$ cat config.mk
export PLATFORM = sky130hd
export DESIGN_NAME = wp_lock_seq
export DESIGN_NICKNAME = d
export VERILOG_FILES = /design/src/rtl/wp_lock_pkg.sv /design/src/rtl/wp_state_mem.sv /design/src/rtl/wp_range_regs.sv /design/src/rtl/wp_walker.sv /design/src/rtl/wp_lock_seq.sv
export SDC_FILE = /design/constraint.sdc
export NUM_CORES = 1
export LEC_CHECK = 0
export CAP_MARGIN = 30
export CORE_ASPECT_RATIO = 1.2
export CORE_MARGIN = 2
export CORE_UTILIZATION = 60
export CTS_CLUSTER_DIAMETER = 150
export DETAILED_ROUTE_END_ITERATION = 6
export DONT_BUFFER_PORTS = 1
export HOLD_SLACK_MARGIN = 0.12
export MAX_ROUTING_LAYER = met4
export PLACE_DENSITY = 0.73
export RECOVER_POWER = 25
export SYNTH_ARGS = -nofsm -noshare
export SYNTH_HDL_FRONTEND = slang
export SYNTH_SLANG_ARGS = --single-unit
$ cat constraint.sdc
create_clock -name clk -period 4.1 [get_ports clk]
set_clock_uncertainty 0.2 [all_clocks]
set_input_delay 0.41 -clock clk [delete_from_list [all_inputs] [get_ports clk]]
set_output_delay 0.41 -clock clk [all_outputs]
set_load 0.005 [all_outputs]
$ cat src/rtl/wp_lock_pkg.sv
package wp_lock_pkg;

  typedef enum logic [2:0] {
    WP_TIGHT    = 3'b001,
    WP_LOCKED   = 3'b010,
    WP_UNLOCKED = 3'b100
  } wp_state_e;

  typedef enum logic [1:0] {
    K_UNLOCK = 2'd0,
    K_LOCK   = 2'd1,
    K_TIGHT  = 2'd2
  } walk_kind_e;

  localparam logic [7:0] OP_UNLOCK_RANGE = 8'h23;
  localparam logic [7:0] OP_UNLOCK_ALL   = 8'h27;
  localparam logic [7:0] OP_LOCK_RANGE   = 8'h2A;
  localparam logic [7:0] OP_TIGHT_RANGE  = 8'h2C;

  function automatic logic [2:0] kind_target(input walk_kind_e k);
    case (k)
      K_UNLOCK: kind_target = WP_UNLOCKED;
      K_LOCK:   kind_target = WP_LOCKED;
      default:  kind_target = WP_TIGHT;
    endcase
  endfunction

endpackage

$ cat src/rtl/wp_state_mem.sv
module wp_state_mem #(
  parameter int NUM_BLOCKS = 16,
  localparam int ADDR_W = $clog2(NUM_BLOCKS)
) (
  input  logic              clk,
  input  logic              rst,
  input  logic              we,
  input  logic [ADDR_W-1:0] waddr,
  input  logic [2:0]        wdata,
  input  logic [ADDR_W-1:0] raddr_a,
  output logic [2:0]        rdata_a,
  input  logic [ADDR_W-1:0] raddr_b,
  output logic [2:0]        rdata_b
);
  import wp_lock_pkg::*;

  logic [2:0] mem [NUM_BLOCKS];

  always_ff @(posedge clk) begin
    if (rst) begin
      for (int i = 0; i < NUM_BLOCKS; i++) mem[i] <= WP_LOCKED;
    end else if (we) begin
      mem[waddr] <= wdata;
    end
  end

  assign rdata_a = mem[raddr_a];
  assign rdata_b = mem[raddr_b];

endmodule

$ cat src/rtl/wp_range_regs.sv
module wp_range_regs #(
  parameter int NUM_BLOCKS = 16,
  parameter int REG_W = 16,
  localparam int ADDR_W = $clog2(NUM_BLOCKS)
) (
  input  logic              clk,
  input  logic              rst,
  input  logic              wr_start,
  input  logic              wr_end,
  input  logic [REG_W-1:0]  wr_data,
  output logic [ADDR_W-1:0] start_q,
  output logic [ADDR_W-1:0] end_q
);
  logic [ADDR_W-1:0] masked;
  assign masked = wr_data[ADDR_W-1:0];

  always_ff @(posedge clk) begin
    if (rst) begin
      start_q <= '0;
      end_q   <= '0;
    end else if (wr_start) begin
      start_q <= masked;
      end_q   <= masked;
    end else if (wr_end) begin
      end_q   <= masked;
    end
  end

endmodule

$ cat src/rtl/wp_walker.sv
module wp_walker #(
  parameter int NUM_BLOCKS = 16,
  parameter int REG_W = 16,
  localparam int ADDR_W = $clog2(NUM_BLOCKS),
  localparam int IDX_W = ADDR_W + 1
) (
  input  logic              clk,
  input  logic              rst,
  input  logic              cmd_valid,
  input  logic [7:0]        cmd_op,
  input  logic              int_clr,
  input  logic [ADDR_W-1:0] start_q,
  input  logic [ADDR_W-1:0] end_q,
  input  logic [2:0]        cur_state,
  output logic [ADDR_W-1:0] cur_idx,
  output logic              mem_we,
  output logic [2:0]        mem_wdata,
  output logic              busy,
  output logic              done,
  output logic              cmd_err,
  output logic              int_pend,
  output logic [REG_W-1:0]  wp_status
);
  import wp_lock_pkg::*;

  localparam logic [IDX_W-1:0] LAST_IDX = IDX_W'(NUM_BLOCKS - 1);
  localparam logic [IDX_W-1:0] COUNT    = IDX_W'(NUM_BLOCKS);

  walk_kind_e       kind;
  logic [IDX_W-1:0] idx, lim;
  logic             at_end, oob, hit_tight, skip_blk;

  assign cur_idx   = idx[ADDR_W-1:0];
  assign at_end    = idx > lim;
  assign oob       = idx >= COUNT;
  assign hit_tight = (kind != K_TIGHT) && (cur_state == WP_TIGHT);
  assign skip_blk  = (kind == K_TIGHT) && (cur_state == WP_UNLOCKED);
  assign mem_wdata = kind_target(kind);
  assign mem_we    = busy && !at_end && !oob && !hit_tight && !skip_blk;

  always_ff @(posedge clk) begin
    if (rst) begin
      busy      <= 1'b0;
      done      <= 1'b0;
      cmd_err   <= 1'b0;
      int_pend  <= 1'b0;
      wp_status <= REG_W'(WP_LOCKED);
      kind      <= K_UNLOCK;
      idx       <= '0;
      lim       <= '0;
    end else begin
      done <= 1'b0;
      if (int_clr) begin
        int_pend <= 1'b0;
        cmd_err  <= 1'b0;
      end
      if (!busy) begin
        if (cmd_valid) begin
          idx <= IDX_W'(start_q);
          lim <= IDX_W'(end_q);
          case (cmd_op)
            OP_UNLOCK_RANGE: begin kind <= K_UNLOCK; busy <= 1'b1; end
            OP_LOCK_RANGE:   begin kind <= K_LOCK;   busy <= 1'b1; end
            OP_TIGHT_RANGE:  begin kind <= K_TIGHT;  busy <= 1'b1; end
            OP_UNLOCK_ALL: begin
              kind <= K_UNLOCK;
              busy <= 1'b1;
              idx  <= '0;
              lim  <= LAST_IDX;
            end
            default: begin
              cmd_err  <= 1'b1;
              int_pend <= 1'b1;
              done     <= 1'b1;
            end
          endcase
        end
      end else begin
        if (at_end || hit_tight || oob) begin
          busy     <= 1'b0;
          done     <= 1'b1;
          int_pend <= 1'b1;
          if (oob && !at_end) cmd_err <= 1'b1;
        end else begin
          if (mem_we) wp_status <= REG_W'(mem_wdata);
          idx <= idx + 1'b1;
        end
      end
    end
  end

endmodule

$ cat src/rtl/wp_lock_seq.sv
module wp_lock_seq #(
  parameter int NUM_BLOCKS = 16,
  parameter int REG_W = 16,
  localparam int ADDR_W = $clog2(NUM_BLOCKS)
) (
  input  logic              clk,
  input  logic              rst,
  input  logic              wr_start,
  input  logic              wr_end,
  input  logic [REG_W-1:0]  wr_data,
  input  logic              cmd_valid,
  input  logic [7:0]        cmd_op,
  input  logic              int_clr,
  input  logic [ADDR_W-1:0] q_addr,
  output logic [2:0]        q_state,
  output logic [ADDR_W-1:0] unl_start,
  output logic [ADDR_W-1:0] unl_end,
  output logic [REG_W-1:0]  wp_status,
  output logic              busy,
  output logic              done,
  output logic              cmd_err,
  output logic              int_pend
);
  logic [ADDR_W-1:0] walk_idx;
  logic [2:0]        walk_state, wr_state;
  logic              wr_en;

  wp_range_regs #(.NUM_BLOCKS(NUM_BLOCKS), .REG_W(REG_W)) u_regs (
    .clk(clk), .rst(rst), .wr_start(wr_start), .wr_end(wr_end),
    .wr_data(wr_data), .start_q(unl_start), .end_q(unl_end)
  );

  wp_state_mem #(.NUM_BLOCKS(NUM_BLOCKS)) u_mem (
    .clk(clk), .rst(rst), .we(wr_en), .waddr(walk_idx), .wdata(wr_state),
    .raddr_a(walk_idx), .rdata_a(walk_state),
    .raddr_b(q_addr), .rdata_b(q_state)
  );

  wp_walker #(.NUM_BLOCKS(NUM_BLOCKS), .REG_W(REG_W)) u_walk (
    .clk(clk), .rst(rst), .cmd_valid(cmd_valid), .cmd_op(cmd_op),
    .int_clr(int_clr), .start_q(unl_start), .end_q(unl_end),
    .cur_state(walk_state), .cur_idx(walk_idx), .mem_we(wr_en),
    .mem_wdata(wr_state), .busy(busy), .done(done), .cmd_err(cmd_err),
    .int_pend(int_pend), .wp_status(wp_status)
  );

endmodule

==> results of run 1 <==
==> path summary, 6_finish.rpt <==
check	slack (ps)	end	startpoint
max	490	u_mem.mem[13][0]	flop
min	150	u_mem.mem[2][2]	rst
max reg2reg	490	u_mem.mem[13][0]	flop
min reg2reg	270	u_walk.lim[3]	u_walk.lim[3]
==> metal layers <==
| layer | up-vias | routed length (microns) | track usage (%) |
|---|---|---|---|
| li1 | 1471 | - | - |
| met3 | 30 | 619 | 4.55 |
| met5 | - | 0 | - |
| met2 | 159 | 5940 | 52.0 |
| met1 | 1552 | 3890 | 34.0 |
| met4 | 0 | 369 | 13.1 |
==> repair_timing <==
item / 4_1_cts / 5_1_grt
endpoints found under the hold margin: 53 / 0
buffers inserted: 0 / 0
hold buffers: 17 / 0
==> where the power goes <==
part           internal, mW  total, mW  switching, mW  leakage (nW)
Combinational        0.0788      0.176         0.0967         0.736
Clock                 0.289      0.594          0.306         0.101
Sequential            0.854      0.877         0.0236         0.685
==> synth_stat cells (all sizes together), types with 2 or more instances <==
cell type,count,area [sq um]
a211oi,9,67.6
a21o,9,67.6
a21oi,16,80.1
a22o,2,17.5
a31o,4,35.0
and2,4,25.0
and4,2,20.0
buf,23,159
clkbuf,13,48.8
dfxtp,30,601
edfxtp,48,1440
ha,8,100
inv,11,41.3
mux2,2,22.5
mux2i,6,60.1
mux4,27,608
nand2,32,120
nand2b,6,37.5
nand3,14,70.1
nand4,5,31.3
nor2,37,159
nor2b,5,31.3
nor3,23,115
nor4,4,46.3
nor4b,2,17.5
o21a,3,22.5
o21ai,12,60.1
o22ai,2,12.5
o31ai,4,30.0
o41ai,3,33.8
or2,3,18.8
xnor2,2,17.5
==> through the flow <==
stage | instance area (sq um) | power [mW]
finish | 4720 | 1.65
global route | 4720 | 1.70
CTS | 4740 | 1.65
detailed placement | 4360 | 1.05
global placement | 4360 | 1.04
floorplan | 4390 | 1.03
==> cell type report <==
cell class / count / area, sq um / share of cell area, %
timing repair buffer: 25 / 220 / 4.66
clock inverter: 7 / 77.6 / 1.64
clock buffer: 9 / 124 / 2.62
multi-input combinational: 272 / 2100 / 44.5
inverter: 12 / 45.0 / 0.954
tap: 90 / 113 / 2.39
sequential: 78 / 2040 / 43.3
==> state kept, by name, indices dropped and copies added, names as in the netlist, named ones only <==
register / flops
u_mem.mem: 48
u_regs.end_q: 4
u_regs.start_q: 4
u_walk.busy: 1
u_walk.cmd_err: 1
u_walk.done: 1
u_walk.idx: 5
u_walk.int_pend: 1
u_walk.kind: 2
u_walk.lim: 4
u_walk.wp_status: 3
==> critical path, stage by stage (launching register included) <==
cell	delay [ps]
dfxtp_1	600
clkbuf_1	250
mux4_2	520
mux2_2	320
and4_4	210
o41a_4	400
or4_1	770
nor2_2	190
==> kinds of logic after synthesis <==
family,after synthesis,synth area share (%)
AO/OA/AOI/OAI,71,11.5
XOR/XNOR,2,0.403
adder cells (fa/ha/maj),8,2.30
buffers and inverters,48,5.81
flip-flops,78,47.0
multiplexers,35,15.9
other,1,0.0862
AND/OR/NAND/NOR,143,17.1
==> results.yml, run 1 <==
outcome:
  outcome: "finished, violations left"
  violations: "max-capacitance violations, max-slew violations"
hold_path:
  hold_depth: 1
  min_path_type: "input port to flop"
finish:
  final_nets: 440
  fin_cells: 493
  synthToLayoutAreaGrowth_pct: 8.54
  final_common_cell: "edfxtp_1"
  final_cell_mix: "edfxtp_1, nand2_1, dfxtp_1, nor2_1, mux4_2"
  drive_gt1_share_pct: 18.1
  post-route-util_pct: 66.1
  fill_cells: 547
  diodes: 0
clock_tree:
  ctsResizeCount: 0
  cts-root-buf: "clkbuf_8"
  clockBufferDepth: 2
  htree_levels: 3
  cts_tree: "done"
  clock_sinks: 78
  insertion_delay_ps: 360
  path_clk_slew_ps: 90
  cts_buffers: 9
synthesis:
  ys.flop_type: "edfxtp_1"
  yosys_warnings: 0
  synth_edf_count: 48
  ys_types: 57
  ys_async_sr_fraction_pct: 0
  yosysSeqAreaShare_pct: 47.0
  synth-seq-cells: 78
  syn_inst: 386
  avgSynthCellArea_sq_um: 11.3
  netlist_area_sq_um: 4350
sta:
  final_hold_viol_count: 0
  rsz0062_at_grt: "false"
  setup_tns_ps: 0
  fin_hold_ws_ps: 150
  worst_slack_ps: 494
  period_needed_ps: 3610
  tightestPinTransition_ps: 1540
  max_slew_margin_pct: -2.96
  timing.final.max_slew_violations: 34
  fmaxAchievable_mhz: 277
  setup_viol: 0
  final.period_utilization_pct: 88.0
place:
  dp_cells: 460
  post-place-ws_ps: 552
  portBuffers: 0
  dp_hpwl_mm: 7.78
  globalplace.congestion: 0.817
power:
  ir_drop_uv: 301
  powerDensity_nw_per_um2: 349
  leakagePower_nw: 1.52
routing:
  drt_pass1_iterations: 5
  routed_wirelength_mm: 10.8
  routed_via_density: 6.52
  drc: 0
  routedWlPerCell_microns: 21.9
  drtIter0Drc: 274
  vias: 3212
  ant_nets: 0
floorplan:
  dieArea_sq_um: 7950
  die_y_microns: 97.3
  die_w_microns: 81.7
  core_area_sq_um: 7150
  ioPinCount: 65
  initial_core_util_pct: 60.9
  rows: 34
global_route:
  grt_pass1_vias: 3310
  grt-ovfl-total: 0
  grt_max_degree: 34
  antenna_found_initial: 0
  grt_pass1_wl_mm: 17.1
  grtUsageTotal_pct: 30.2
critical_path:
  rr_worst_depth: 7
  critPathKind: "flop to flop"
  crit_arrival_ps: 3630
  cp-start-kind: "flop"
  crit_required_ps: 4120
  worstSetupEndpointType: "flop"
  path_max_fanout: 8
job:
  max-cap-violations: 1
(Power assumes the default switching activity.)
==> run 2: changes to the inputs <==
Settings changed: CORE_MARGIN 2 to unset, SLEW_MARGIN set to 0.
==> run 2 against run 1 <==
  * Clock power is 6.7% lower
  * The run now ends clean
  * Worst setup slack worse by 120 ps
  * Largest power group unchanged
  * Utilization is 2.2 points higher
  * Critical endpoint is now u_mem.mem[13][2]
  * Highest routed layer unchanged
  * Critical path type unchanged
  * Count of clock-buffer cells in the layout stayed put
  * Global-route usage is 1.0 points higher
  * Register-to-register slack worse by 120 ps
==> results.yml, run 2 (synthesis gave the netlist of run 1 again) <==
outcome:
  outcome: "finished clean"
critical_path:
  critPathKind: "flop to flop"
  cp-start-kind: "flop"
  crit_required_ps: 4110
  worstSetupEndpointType: "flop"
  path_max_fanout: 8
  crit_arrival_ps: 3730
clock_tree:
  cts-root-buf: "clkbuf_8"
  cts_buffers: 9
  path_clk_slew_ps: 80
  clockBufferDepth: 2
  insertion_delay_ps: 350
  htree_levels: 3
  cts_tree: "done"
  ctsResizeCount: 0
  clock_sinks: 78
floorplan:
  die_w_microns: 79.7
  rows: 33
  dieArea_sq_um: 7590
  initial_core_util_pct: 62.7
  die_y_microns: 95.3
  core_area_sq_um: 6940
  ioPinCount: 65
global_route:
  grt-ovfl-total: 0
  grt_max_degree: 27
  grt_pass1_vias: 3294
  antenna_found_initial: 0
  grt_pass1_wl_mm: 16.6
  grtUsageTotal_pct: 31.2
power:
  swShare_pct: 24.6
  ir_drop_uv: 275
  power_frac_comb_pct: 10.9
  leakagePower_nw: 1.53
  powerDensity_nw_per_um2: 339
  internal_power_mw: 1.21
  clkPwrFrac_pct: 34.5
  switchingPower_mw: 0.394
  seq_power_share_pct: 54.6
routing:
  routed_via_density: 6.51
  routedWlPerCell_microns: 21.0
  drtIter0Drc: 282
  routed_wirelength_mm: 10.3
  ant_nets: 0
  drt_pass1_iterations: 5
  drc: 0
  vias: 3205
place:
  dp_hpwl_mm: 7.63
  portBuffers: 0
  dp_cells: 456
  globalplace.congestion: 0.881
  placed_area_sq_um: 4350
sta:
  final_hold_viol_count: 0
  fmaxAchievable_mhz: 269
  fin_hold_ws_ps: 144
  max_slew_margin_pct: 30.7
  timing.final.max_slew_violations: 0
  period_needed_ps: 3720
  rsz0062_at_grt: "false"
  tightestPinTransition_ps: 1040
  setup_tns_ps: 0
  setup_viol: 0
  final.period_utilization_pct: 90.8
finish:
  drive_gt1_share_pct: 17.5
  final_common_cell: "edfxtp_1"
  reg_top3: "u_mem.mem (48), u_walk.idx (5)"
  synthToLayoutAreaGrowth_pct: 8.83
  final_nets: 442
  diodes: 0
  largest_register_ffs: 48
  largest_register: "u_mem.mem"
  final_cell_mix: "edfxtp_1, nand2_1, dfxtp_1, nor2_1, mux4_2"
  final_area_sq_um: 4730
  fin_cells: 492
hold_path:
  min_path_type: "input port to flop"
job:
  max-cap-violations: 0
run 2: layout make-up:
| type | instances | area (sq um) |
|---|---|---|
| clock inverters | 7 | 65.1 |
| fillers | 524 | 2200 |
| well taps | 87 | 109 |
| inverters | 12 | 45.0 |
| flip-flops and latches | 78 | 2040 |
| repair buffers | 27 | 249 |
| clock buffers | 9 | 124 |
| multi-input cells | 272 | 2100 |
run 2: timing repair:
item	in CTS	in global routing
hold buffers	19	1
endpoints found under the hold margin	35	3
buffers inserted	0	0
setup endpoints to repair	0	0
run 2: worst paths after layout:
| check | from | to | slack [ps] | cells past startpoint |
|---|---|---|---|---|
| min | rst | u_mem.mem[15][1] | 140 | 1 |
| min reg2reg | u_walk.lim[3] | u_walk.lim[3] | 270 | 2 |
| max | flop | u_mem.mem[13][2] | 380 | 7 |
| max reg2reg | flop | u_mem.mem[13][2] | 380 | 7 |
run 2: per-stage QoR:
stage | power, mW | util (%) | setup slack (ps)
3_5_place_dp | 1.05 | 62.7 | 561
3_3_place_gp | 1.04 | 62.7 | 612
6_report | 1.61 | 68.2 | 377
2_1_floorplan | 1.03 | - | 992
4_1_cts | 1.61 | 68.1 | 538
5_1_grt | 1.66 | 68.2 | 278
run 2: power by group through the flow:
stage	Combinational, mW	Clock, mW	Sequential (mW)
4_1_cts	0.173	0.560	0.876
3_5_place_dp	0.152	0	0.894
3_3_place_gp	0.148	0	0.893
2_1_floorplan	0.141	0	0.884
6_report	0.176	0.554	0.876
5_1_grt	0.191	0.589	0.879
run 2: worst max-delay path: stages, from the launching register on:
cell and delay [ps]:
dfxtp_1 500, clkbuf_1 330, mux4_2 540, mux2i_1 340, nor3_1 160, o41a_4 530, or4_1 780, nor2_2 190
run 2: layer usage:
metal | share of wire (%) | GRT usage, % | routed length, microns
met5 | 0 | - | 0
met2 | 53 | 55.1 | 5500
met3 | 5.0 | 6.22 | 515
met1 | 38 | 33.7 | 3900
met4 | 4.0 | 14.2 | 418
==> run 3: changes to the inputs <==
Settings changed: BUFFER_PORTS_ARGS set to -buffer_cell sky130_fd_sc_hd__buf_2, CORE_UTILIZATION 60 to 57, DONT_BUFFER_PORTS 1 to unset, MAX_ROUTING_LAYER met4 to unset, PLACE_DENSITY 0.73 to 0.77.
==> run 3 against run 2 <==
  * First-iteration DRC count down 3.9%
  * Final area up 0.71%
  * Sequential share of layout area down 0.31 points
  * Global-route usage down 4.1 points
  * The flow now finishes with violations (max-capacitance violations, max-slew violations)
  * Sequential power about the same
  * Critical path depth unchanged
  * Die area up 5.1%
  * Non-clock buffer count up 22
  * Flip-flop and latch count unchanged
  * Utilization down 3.1 points
==> results.yml, run 3 (synthesis gave the netlist of run 1 again) <==
sta:
  final.period_utilization_pct: 90.7
  worst_slack_ps: 380
  timing.final.max_slew_violations: 42
  period_needed_ps: 3720
  setup_tns_ps: 0
  setup_viol: 0
  fmaxAchievable_mhz: 269
  fin_hold_ws_ps: 125
  max_slew_margin_pct: -23.0
  tightestPinTransition_ps: 1840
  final_hold_viol_count: 0
  rsz0062_at_grt: "false"
routing:
  drc: 0
  ant_nets: 0
  routed_wirelength_mm: 10.0
  routed_via_density: 6.18
  vias: 3197
  routedWlPerCell_microns: 19.4
  drt_pass1_iterations: 4
  drtIter0Drc: 271
finish:
  synthToLayoutAreaGrowth_pct: 9.61
  fill_cells: 577
  final_nets: 464
  final-seq-area_sq_um: 2040
  drive_gt1_share_pct: 22.7
  largest_register: "u_mem.mem"
  final_common_cell: "edfxtp_1"
  fin_cells: 517
  largest_register_ffs: 48
  final_area_sq_um: 4770
  post-route-util_pct: 65.2
  final_cell_mix: "edfxtp_1, nand2_1, dfxtp_1, nor2_1"
  multi_input_area_sq_um: 2100
  reg_top3: "u_mem.mem (48), u_walk.idx (5)"
  diodes: 0
job:
  max-cap-violations: 1
place:
  globalplace.congestion: 0.830
  post-place-ws_ps: 513
  portBuffers: 39
  dp_cells: 497
  dp_hpwl_mm: 7.46
  placed_area_sq_um: 4540
critical_path:
  worstSetupEndpointType: "flop"
  path_max_fanout: 8
  critical_path_buf_inv_count: 1
  cp-start-kind: "flop"
  path_cells: "clkbuf_1 -> mux4_2 -> mux2_1 -> and4_4 -> o41a_4 -> or4_1 -> nor2_2"
  slowest_stage: "or4_1"
  r2r_slack_ps: 380
  critical-path-top-delay-family: "simple AND/OR/NAND/NOR gates"
  slowest_delay_ps: 750
  crit_required_ps: 4120
  crit_arrival_ps: 3740
  critPathKind: "flop to flop"
clock_tree:
  htree_levels: 3
  clock_sinks: 78
  cts_buffers: 9
  clockBufferDepth: 2
  ctsResizeCount: 0
  cts-root-buf: "clkbuf_8"
  insertion_delay_ps: 350
  path_clk_slew_ps: 80
  cts_tree: "done"
global_route:
  grt_pass1_wl_mm: 15.8
  grt_pass1_vias: 3133
  grt-ovfl-total: 0
  grtUsageTotal_pct: 27.1
  antenna_found_initial: 0
  grt_max_degree: 42
floorplan:
  dieArea_sq_um: 7980
  rows: 34
  die_y_microns: 97.7
  die_w_microns: 81.7
  ioPinCount: 65
  core_area_sq_um: 7320
  initial_core_util_pct: 59.4
power:
  leakagePower_nw: 1.59
  ir_drop_uv: 212
  power_mw: 1.66
  powerDensity_nw_per_um2: 349
hold_path:
  min_path_type: "input port to flop"
  hp-start: "wr_data[2]"
outcome:
  outcome: "finished, violations left"
  violations: "max-capacitance violations, max-slew violations"
## run 3: cell types whose count changed in the layout (fill, tap and decap cells not counted), sizes merged
cell         change
inv              +2
dlygate4sd3     -16
buf             +27
clkinv           -3
clkbuf          +12
## run 3: final cells by class
| type | instances | share of cell area [%] |
|---|---|---|
| Clock inverter | 6 | 1.44 |
| Tap cell | 90 | 2.36 |
| Clock buffer | 10 | 2.89 |
| Sequential cell | 78 | 42.8 |
| Multi-Input combinational cell | 272 | 44.0 |
| Inverter | 12 | 0.945 |
| Timing Repair Buffer | 49 | 5.49 |
## run 3: report_power, final
part / total (mW) / internal, mW / switching [mW]
Sequential: 0.875 / 0.854 / 0.0214
Combinational: 0.189 / 0.0809 / 0.108
Clock: 0.600 / 0.302 / 0.297
## run 3: path summary, 6_finish.rpt
kind,to,cells past startpoint
min,u_regs.start_q[2],3
max,u_mem.mem[13][0],7
min reg2reg,u_walk.int_pend,2
max reg2reg,u_mem.mem[13][0],7
## run 3: routing by layer
layer	global-route usage, %	wire, microns	up-vias
li1	-	-	1506
met1	31.9	3850	1527
met2	46.5	5280	144
met3	5.73	607	20
met4	11.2	295	0
met5	0	0	-
## run 3: worst min-delay path: stages
cell	delay, ps
buf_2	90
mux2i_1	60
nor2_1	80
## run 3: timing repair
item | 4_1_cts | 5_1_grt
hold buffers | 4 | 0
hold endpoints to repair | 4 | 0
buffers inserted | 0 | 0
